<file path="config.mk">
export PLATFORM = sky130hd
export DESIGN_NAME = mog_gate
export DESIGN_NICKNAME = d
export VERILOG_FILES = /design/src/rtl/mog_pkg.sv /design/src/rtl/mog_counter.sv /design/src/rtl/mog_mode_hold.sv /design/src/rtl/mog_decide.sv /design/src/rtl/mog_gate.sv
export SDC_FILE = /design/constraint.sdc
export NUM_CORES = 1
export LEC_CHECK = 0
export ABC_AREA = 1
export CORE_UTILIZATION = 50
export CTS_CLUSTER_SIZE = 28
export DETAILED_ROUTE_END_ITERATION = 7
export PLACE_DENSITY_LB_ADDON = 0.05
export SLEW_MARGIN = 20
export SYNTH_ARGS = -nofsm -noshare
export SYNTH_HDL_FRONTEND = slang
export SYNTH_SLANG_ARGS = --single-unit
</file>
<file path="constraint.sdc">
create_clock -name clk -period 2.9 [get_ports clk]
set_input_delay 0.435 -clock clk [delete_from_list [all_inputs] [get_ports clk]]
set_output_delay 0.435 -clock clk [all_outputs]
set_load 0.005 [all_outputs]
</file>
<file path="src/rtl/mog_pkg.sv">
package mog_pkg;

    localparam int NUM_KINDS = 5;
    localparam int CNT_W     = 4;
    localparam int KIND_W    = 3;
    localparam int MODE_W    = 3;
    localparam int WHY_W     = 3;

    typedef enum logic [MODE_W-1:0] {
        MODE_SEQ  = 3'd0,
        MODE_TSO  = 3'd1,
        MODE_PSO  = 3'd2,
        MODE_WEAK = 3'd3,
        MODE_REL  = 3'd4
    } ord_mode_e;

    typedef enum logic [KIND_W-1:0] {
        OP_LD  = 3'd0,
        OP_ST  = 3'd1,
        OP_ACQ = 3'd2,
        OP_REL = 3'd3,
        OP_FEN = 3'd4
    } op_kind_e;

    typedef enum logic [WHY_W-1:0] {
        WHY_NONE  = 3'd0,
        WHY_FENCE = 3'd1,
        WHY_MODE  = 3'd2,
        WHY_FULL  = 3'd3,
        WHY_ORDER = 3'd4
    } stall_e;

    // one flag per kind: counter non-zero; bit position equals kind code
    typedef struct packed {
        logic fen;
        logic rel;
        logic acq;
        logic st;
        logic ld;
    } busy_t;

    function automatic ord_mode_e norm_mode(input logic [MODE_W-1:0] raw);
        if (raw > 3'd4) return MODE_SEQ;
        return ord_mode_e'(raw);
    endfunction

    function automatic op_kind_e norm_kind(input logic [KIND_W-1:0] raw);
        if (raw > 3'd4) return OP_FEN;
        return op_kind_e'(raw);
    endfunction

    // ordering arcs only; fence-outstanding, mode change and saturation are
    // decided ahead of this by the caller
    function automatic logic order_ok(input ord_mode_e m, input op_kind_e k,
                                      input busy_t b);
        logic sync_busy;
        logic any_busy;
        logic ok;
        sync_busy = b.acq | b.rel;
        any_busy  = b.ld | b.st | sync_busy | b.fen;
        ok = 1'b0;
        case (k)
            OP_FEN: ok = !any_busy;
            OP_ACQ: ok = (m == MODE_REL) ? !sync_busy : !any_busy;
            OP_REL: ok = (m == MODE_REL) ? !(b.ld | b.st | sync_busy) : !any_busy;
            default: begin
                case (m)
                    MODE_TSO:  ok = (k == OP_LD) ? !(b.ld | sync_busy)
                                                 : !(b.ld | b.st | sync_busy);
                    MODE_PSO:  ok = !(b.ld | sync_busy);
                    MODE_WEAK: ok = !sync_busy;
                    MODE_REL:  ok = !b.acq;
                    default:   ok = !any_busy;
                endcase
            end
        endcase
        return ok;
    endfunction

endpackage

</file>
<file path="src/rtl/mog_counter.sv">
module mog_counter #(
    parameter int W = 4
) (
    input  logic         clk,
    input  logic         rst,
    input  logic         inc,
    input  logic         dec,
    output logic [W-1:0] count,
    output logic         full,
    output logic         busy,
    output logic         underflow
);
    localparam logic [W-1:0] TOP  = {W{1'b1}};
    localparam logic [W-1:0] ZERO = '0;

    always_ff @(posedge clk) begin
        if (rst) begin
            count <= ZERO;
        end else begin
            case ({inc, dec})
                2'b10: if (count != TOP) count <= count + 1'b1;
                2'b01: if (count != ZERO) count <= count - 1'b1;
                default: ;
            endcase
        end
    end

    assign full      = (count == TOP);
    assign busy      = (count != ZERO);
    assign underflow = dec && !inc && (count == ZERO);

endmodule

</file>
<file path="src/rtl/mog_mode_hold.sv">
module mog_mode_hold
    import mog_pkg::*;
(
    input  logic              clk,
    input  logic              rst,
    input  logic [MODE_W-1:0] mode_req,
    input  logic              drained,
    output ord_mode_e         mode_now,
    output logic              change_pending
);
    ord_mode_e want;

    assign want           = norm_mode(mode_req);
    assign change_pending = (want != mode_now);

    always_ff @(posedge clk) begin
        if (rst) begin
            mode_now <= MODE_SEQ;
        end else if (drained && change_pending) begin
            mode_now <= want;
        end
    end

endmodule

</file>
<file path="src/rtl/mog_decide.sv">
module mog_decide
    import mog_pkg::*;
(
    input  logic                 op_valid,
    input  op_kind_e             kind,
    input  ord_mode_e            mode,
    input  busy_t                busy,
    input  logic [NUM_KINDS-1:0] full_vec,
    input  logic                 change_pending,
    output logic                 grant,
    output stall_e               why
);
    always_comb begin
        grant = 1'b0;
        why   = WHY_NONE;
        if (op_valid) begin
            if (busy.fen) begin
                why = WHY_FENCE;
            end else if (change_pending) begin
                why = WHY_MODE;
            end else if (full_vec[kind]) begin
                why = WHY_FULL;
            end else if (!order_ok(mode, kind, busy)) begin
                why = WHY_ORDER;
            end else begin
                grant = 1'b1;
            end
        end
    end

endmodule

</file>
<file path="src/rtl/mog_gate.sv">
module mog_gate
    import mog_pkg::*;
#(
    parameter int CNT_WIDTH = CNT_W
) (
    input  logic                 clk,
    input  logic                 rst,
    input  logic [MODE_W-1:0]    mode_req,
    input  logic                 op_valid,
    input  logic [KIND_W-1:0]    op_kind,
    input  logic [NUM_KINDS-1:0] op_done,
    output logic                 grant,
    output logic [WHY_W-1:0]     stall_code,
    output logic [MODE_W-1:0]    active_mode,
    output logic                 count_err
);
    localparam int FLAT_W = NUM_KINDS * CNT_WIDTH;

    op_kind_e               kind_q;
    ord_mode_e              mode_now;
    logic                   change_pending;
    logic                   issue;
    logic                   drained;
    logic [NUM_KINDS-1:0]   nz_vec;
    logic [NUM_KINDS-1:0]   full_vec;
    logic [NUM_KINDS-1:0]   uf_vec;
    logic [FLAT_W-1:0]      cnt_flat;
    busy_t                  busy;
    stall_e                 why;
    logic                   err_q;

    assign kind_q  = norm_kind(op_kind);
    assign issue   = op_valid && grant;
    assign busy    = busy_t'(nz_vec);
    assign drained = (nz_vec == '0);

    for (genvar k = 0; k < NUM_KINDS; k++) begin : g_cnt
        logic inc_k;
        assign inc_k = issue && (kind_q == op_kind_e'(k));
        mog_counter #(.W(CNT_WIDTH)) u_cnt (
            .clk       (clk),
            .rst       (rst),
            .inc       (inc_k),
            .dec       (op_done[k]),
            .count     (cnt_flat[k*CNT_WIDTH +: CNT_WIDTH]),
            .full      (full_vec[k]),
            .busy      (nz_vec[k]),
            .underflow (uf_vec[k])
        );
    end

    mog_mode_hold u_mode (
        .clk            (clk),
        .rst            (rst),
        .mode_req       (mode_req),
        .drained        (drained),
        .mode_now       (mode_now),
        .change_pending (change_pending)
    );

    mog_decide u_decide (
        .op_valid       (op_valid),
        .kind           (kind_q),
        .mode           (mode_now),
        .busy           (busy),
        .full_vec       (full_vec),
        .change_pending (change_pending),
        .grant          (grant),
        .why            (why)
    );

    always_ff @(posedge clk) begin
        if (rst) begin
            err_q <= 1'b0;
        end else if (|uf_vec) begin
            err_q <= 1'b1;
        end
    end

    assign stall_code  = why;
    assign active_mode = mode_now;
    assign count_err   = err_q;

endmodule

</file>
==> key figures <==
CTS
  • Clock Path Buffers: 2
  • Htree depth: 1
  • Cts bufs inserted: 3
  • Clock-pin slew on the worst setup and hold paths: about 90 ps
  • Hold_buf cts: 0
  • Clk root buf: clkbuf_8
  • Postcts setup bufs: 0
  • Clk sinks: 24
  • CTS tree: done
  • Clock latency on the worst-skew pair: between 200 and 300 ps

Timing
  • Tightest Pin Transition: between 500 and 600 ps
  • Final-report setup violation count: 0
  • Fin. Hold Viols: 0
  • Clock Skew: between 3 and 4 ps
  • Final worst-path cycle share: a little over nine tenths
  • Slew Viols, Final: 0
  • Max frequency: between 300 and 400 MHz
  • Slew Limit Headroom: between 60 and 70%
  • Crit path time final: 2782 ps

Power
  • Worst VDD drop: 242.2 µV
  • Power Density: approximately 450 nW/µm²
  • Sequential power share: 35.1%
  • Clock power frac: about a fifth
  • Sw power: 464.6 µW
  • Gate power share: 45.3%
  • Pint: ~760 µW
  • Switching share of total power: 37.79%
  • Lkg Pwr: around 0.0013 µW

Worst setup path
  • Critical path fanouts, max: 3
  • Reg2Reg Setup Slack: about 240 ps
  • Reg-to-Reg End: g_cnt[2].u_cnt.count[3]$_SDFFE_PP0P_
  • Worst Path Required: around 2500 ps
  • Reg-to-reg startpoint: g_cnt[1].u_cnt.count[1]$_SDFFE_PP0P_
  • Reg2Reg Depth: 17
  • Crit path DAT: between 2000 and 2500 ps
  • CP Capture Type: output pin
  • CP startpoint kind: primary input
  • Crit path kind: in2out

Min path
  • Worst hold start: g_cnt[2].u_cnt.count[2]$_SDFFE_PP0P_
  • WHS Path Cells: 2
  • Min-Delay Endpoint: g_cnt[2].u_cnt.count[2]$_SDFFE_PP0P_
  • Hold Path Class: reg2reg

Yosys
  • Post-synthesis register bit count: 24
  • Cells after synthesis: slightly above 300
  • Synth Warn #: 0
  • Syn nets: 344
  • Main area contributors after synthesis: dfxtp_1, ha_1, nand2_1
  • Syn Area/Cell: a little under 7 µm²
  • Sequential-to-total area share from yosys stat: a little under a quarter
  • Synth top area share: a little under a quarter
  • Largest area contributor in the netlist: dfxtp_1
  • Yosys cell types: 29
  • Synth Cell Area: about 2100 µm²

Final layout
  • Antenna fix cells: 0
  • P&R area growth vs syn: 31.18%
  • Final core occ: between 60% and 70%
  • Fill cell count: approximately 370
  • Area of the multi-input gates: about 1500 µm²
  • Reg area: 480.5 µm²
  • Post-route insts no fill: ~410
  • Net count, final: just over 400
  • Layout cells sized above 1: between 15 and 20%

Die
  • Core area: 4000 µm²
  • Chip height: roughly 67 µm
  • Rows: 23
  • Die X: between 60 and 70 µm
  • Initial Utilization: between 50% and 60%
  • Total die area: 4436 µm²
  • IO Count: 22

Global routing
  • All-layer global routing usage: a little under a quarter
  • Antenna violations before repair: 0
  • First-pass GRT wire length: between 7000 and 8000 µm
  • Total congestion overflow: 0
  • Number of global-route vias before repair: ~1900
  • Largest net degree at the start of global routing: 15

Drt
  • Via/cell ratio: 4.908
  • DR WL/cell: around 11 µm
  • Iter 0 DRT Violations: between 70 and 80
  • Vias: slightly above 2000
  • Post-Route WL: between 4000 and 5000 µm
  • DRC: 0
  • Final ANT Viol Nets: 0
  • Router iterations before antenna repair: 4

Placed design
  • Placed cells: just over 400
  • RePlAce Congestion: between 0.8 and 0.9
  • PortBufs: 21
  • Post-DP HPWL: 3671 µm

Outcome
  • Status: completed

Job
  • Maxcap violations: 0
-- area by class of cell --
cell class	count	area share (%)
Tap cell	50	2.285
Multi-Input combinational cell	228	53.47
Sequential cell	24	17.55
Inverter	51	6.993
Timing Repair Buffer	57	17.69
Clock buffer	4	2.011
-- flip-flops by register name (all words and copies together) (netlist names) --
signal / flops
u_mode.mode_now: 3
count_err: 1
g_cnt.u_cnt.count: 20
-- layout by cell type, fill, tap and decap left out, types with 11 or more instances in the layout --
cell type        instances
nand2_1                 65
inv_1                   49
buf_4                   36
nor2_1                  29
a21oi_1                 26
dfxtp_1                 24
clkdlybuf4s50_1         18
ha_1                    16
o21ai_0                 14
xnor2_1                 13
nand3_1                 11
-- logic make-up after synthesis --
| logic type | Yosys count | synth area share, % |
|---|---|---|
| XOR/XNOR | 15 | 6.295 |
| buffers and inverters | 53 | 9.533 |
| adder cells (fa/ha/maj) | 25 | 16.79 |
| AO/OA/AOI/OAI | 54 | 14.69 |
| flip-flops | 24 | 23.02 |
| AND/OR/NAND/NOR | 134 | 29.68 |
-- timing repair --
item / 4_1_cts / 5_1_grt
resized for setup: 2 / 15
pin swaps: 1 / 3
setup endpoints to repair: 1 / 17
-- cell usage after synthesis (all sizes together) --
| master | n |
|---|---|
| a211oi | 4 |
| a21boi | 1 |
| a21o | 1 |
| a21oi | 29 |
| a31oi | 1 |
| clkbuf | 2 |
| dfxtp | 24 |
| fa | 5 |
| ha | 20 |
| inv | 51 |
| nand2 | 69 |
| nand3 | 14 |
| nand4 | 3 |
| nor2 | 40 |
| nor3 | 8 |
| o211ai | 1 |
| o21a | 1 |
| o21ai | 16 |
| xnor2 | 13 |
| xor2 | 2 |
-- through the flow --
step	hold WS, ps	power (µW)	setup TNS [ps]	instance area, µm²	worst slack (ps)
2_1_floorplan	461.2	778.6	0	2087	347.0
3_3_place_gp	487.6	964.6	-1394	2623	-151.0
3_5_place_dp	486.4	977.0	-1905	2623	-190.3
4_1_cts	499.8	1221	0	2680	37.17
5_1_grt	546.5	1321	-11.83	2738	-5.103
6_report	512.7	1229	0	2738	118.2
-- worst max path at each step --
stage,from,endpoint
2_1_floorplan,mode_req[0],g_cnt[4].u_cnt.count[3]$_SDFFE_PP0P_
5_1_grt,mode_req[1],stall_code[0]
4_1_cts,mode_req[2],grant
3_3_place_gp,mode_req[1],g_cnt[4].u_cnt.count[3]$_SDFFE_PP0P_
3_5_place_dp,mode_req[1],g_cnt[4].u_cnt.count[3]$_SDFFE_PP0P_
6_report,mode_req[1],stall_code[0]
-- power groups by stage --
stage,logic (µW),clock network (µW),registers (µW)
after floorplan,354,0,424
after global placement,528,0,437
after detailed placement,540,0,437
after CTS,543,248,430
after global routing,627,255,439
final,557,242,431
-- routing by layer --
metal | up-vias | track usage, % | share of wire (%)
li1 | 1090 | - | -
met1 | 906 | 28.44 | 48
met2 | 29 | 41.41 | 48
met3 | 7 | 2.568 | 2.6
met4 | 0 | 6.649 | 1.5
met5 | - | 0 | 0
-- critical path: stages --
cell,delay (ps)
clkdlybuf4s50_1,480
inv_1,50
nand3_1,120
xor2_1,150
nand2_1,70
nor2_2,170
buf_4,140
nand3_1,70
a21oi_2,130
clkdlybuf4s50_1,510
Power figures use the tool's default switching activity.
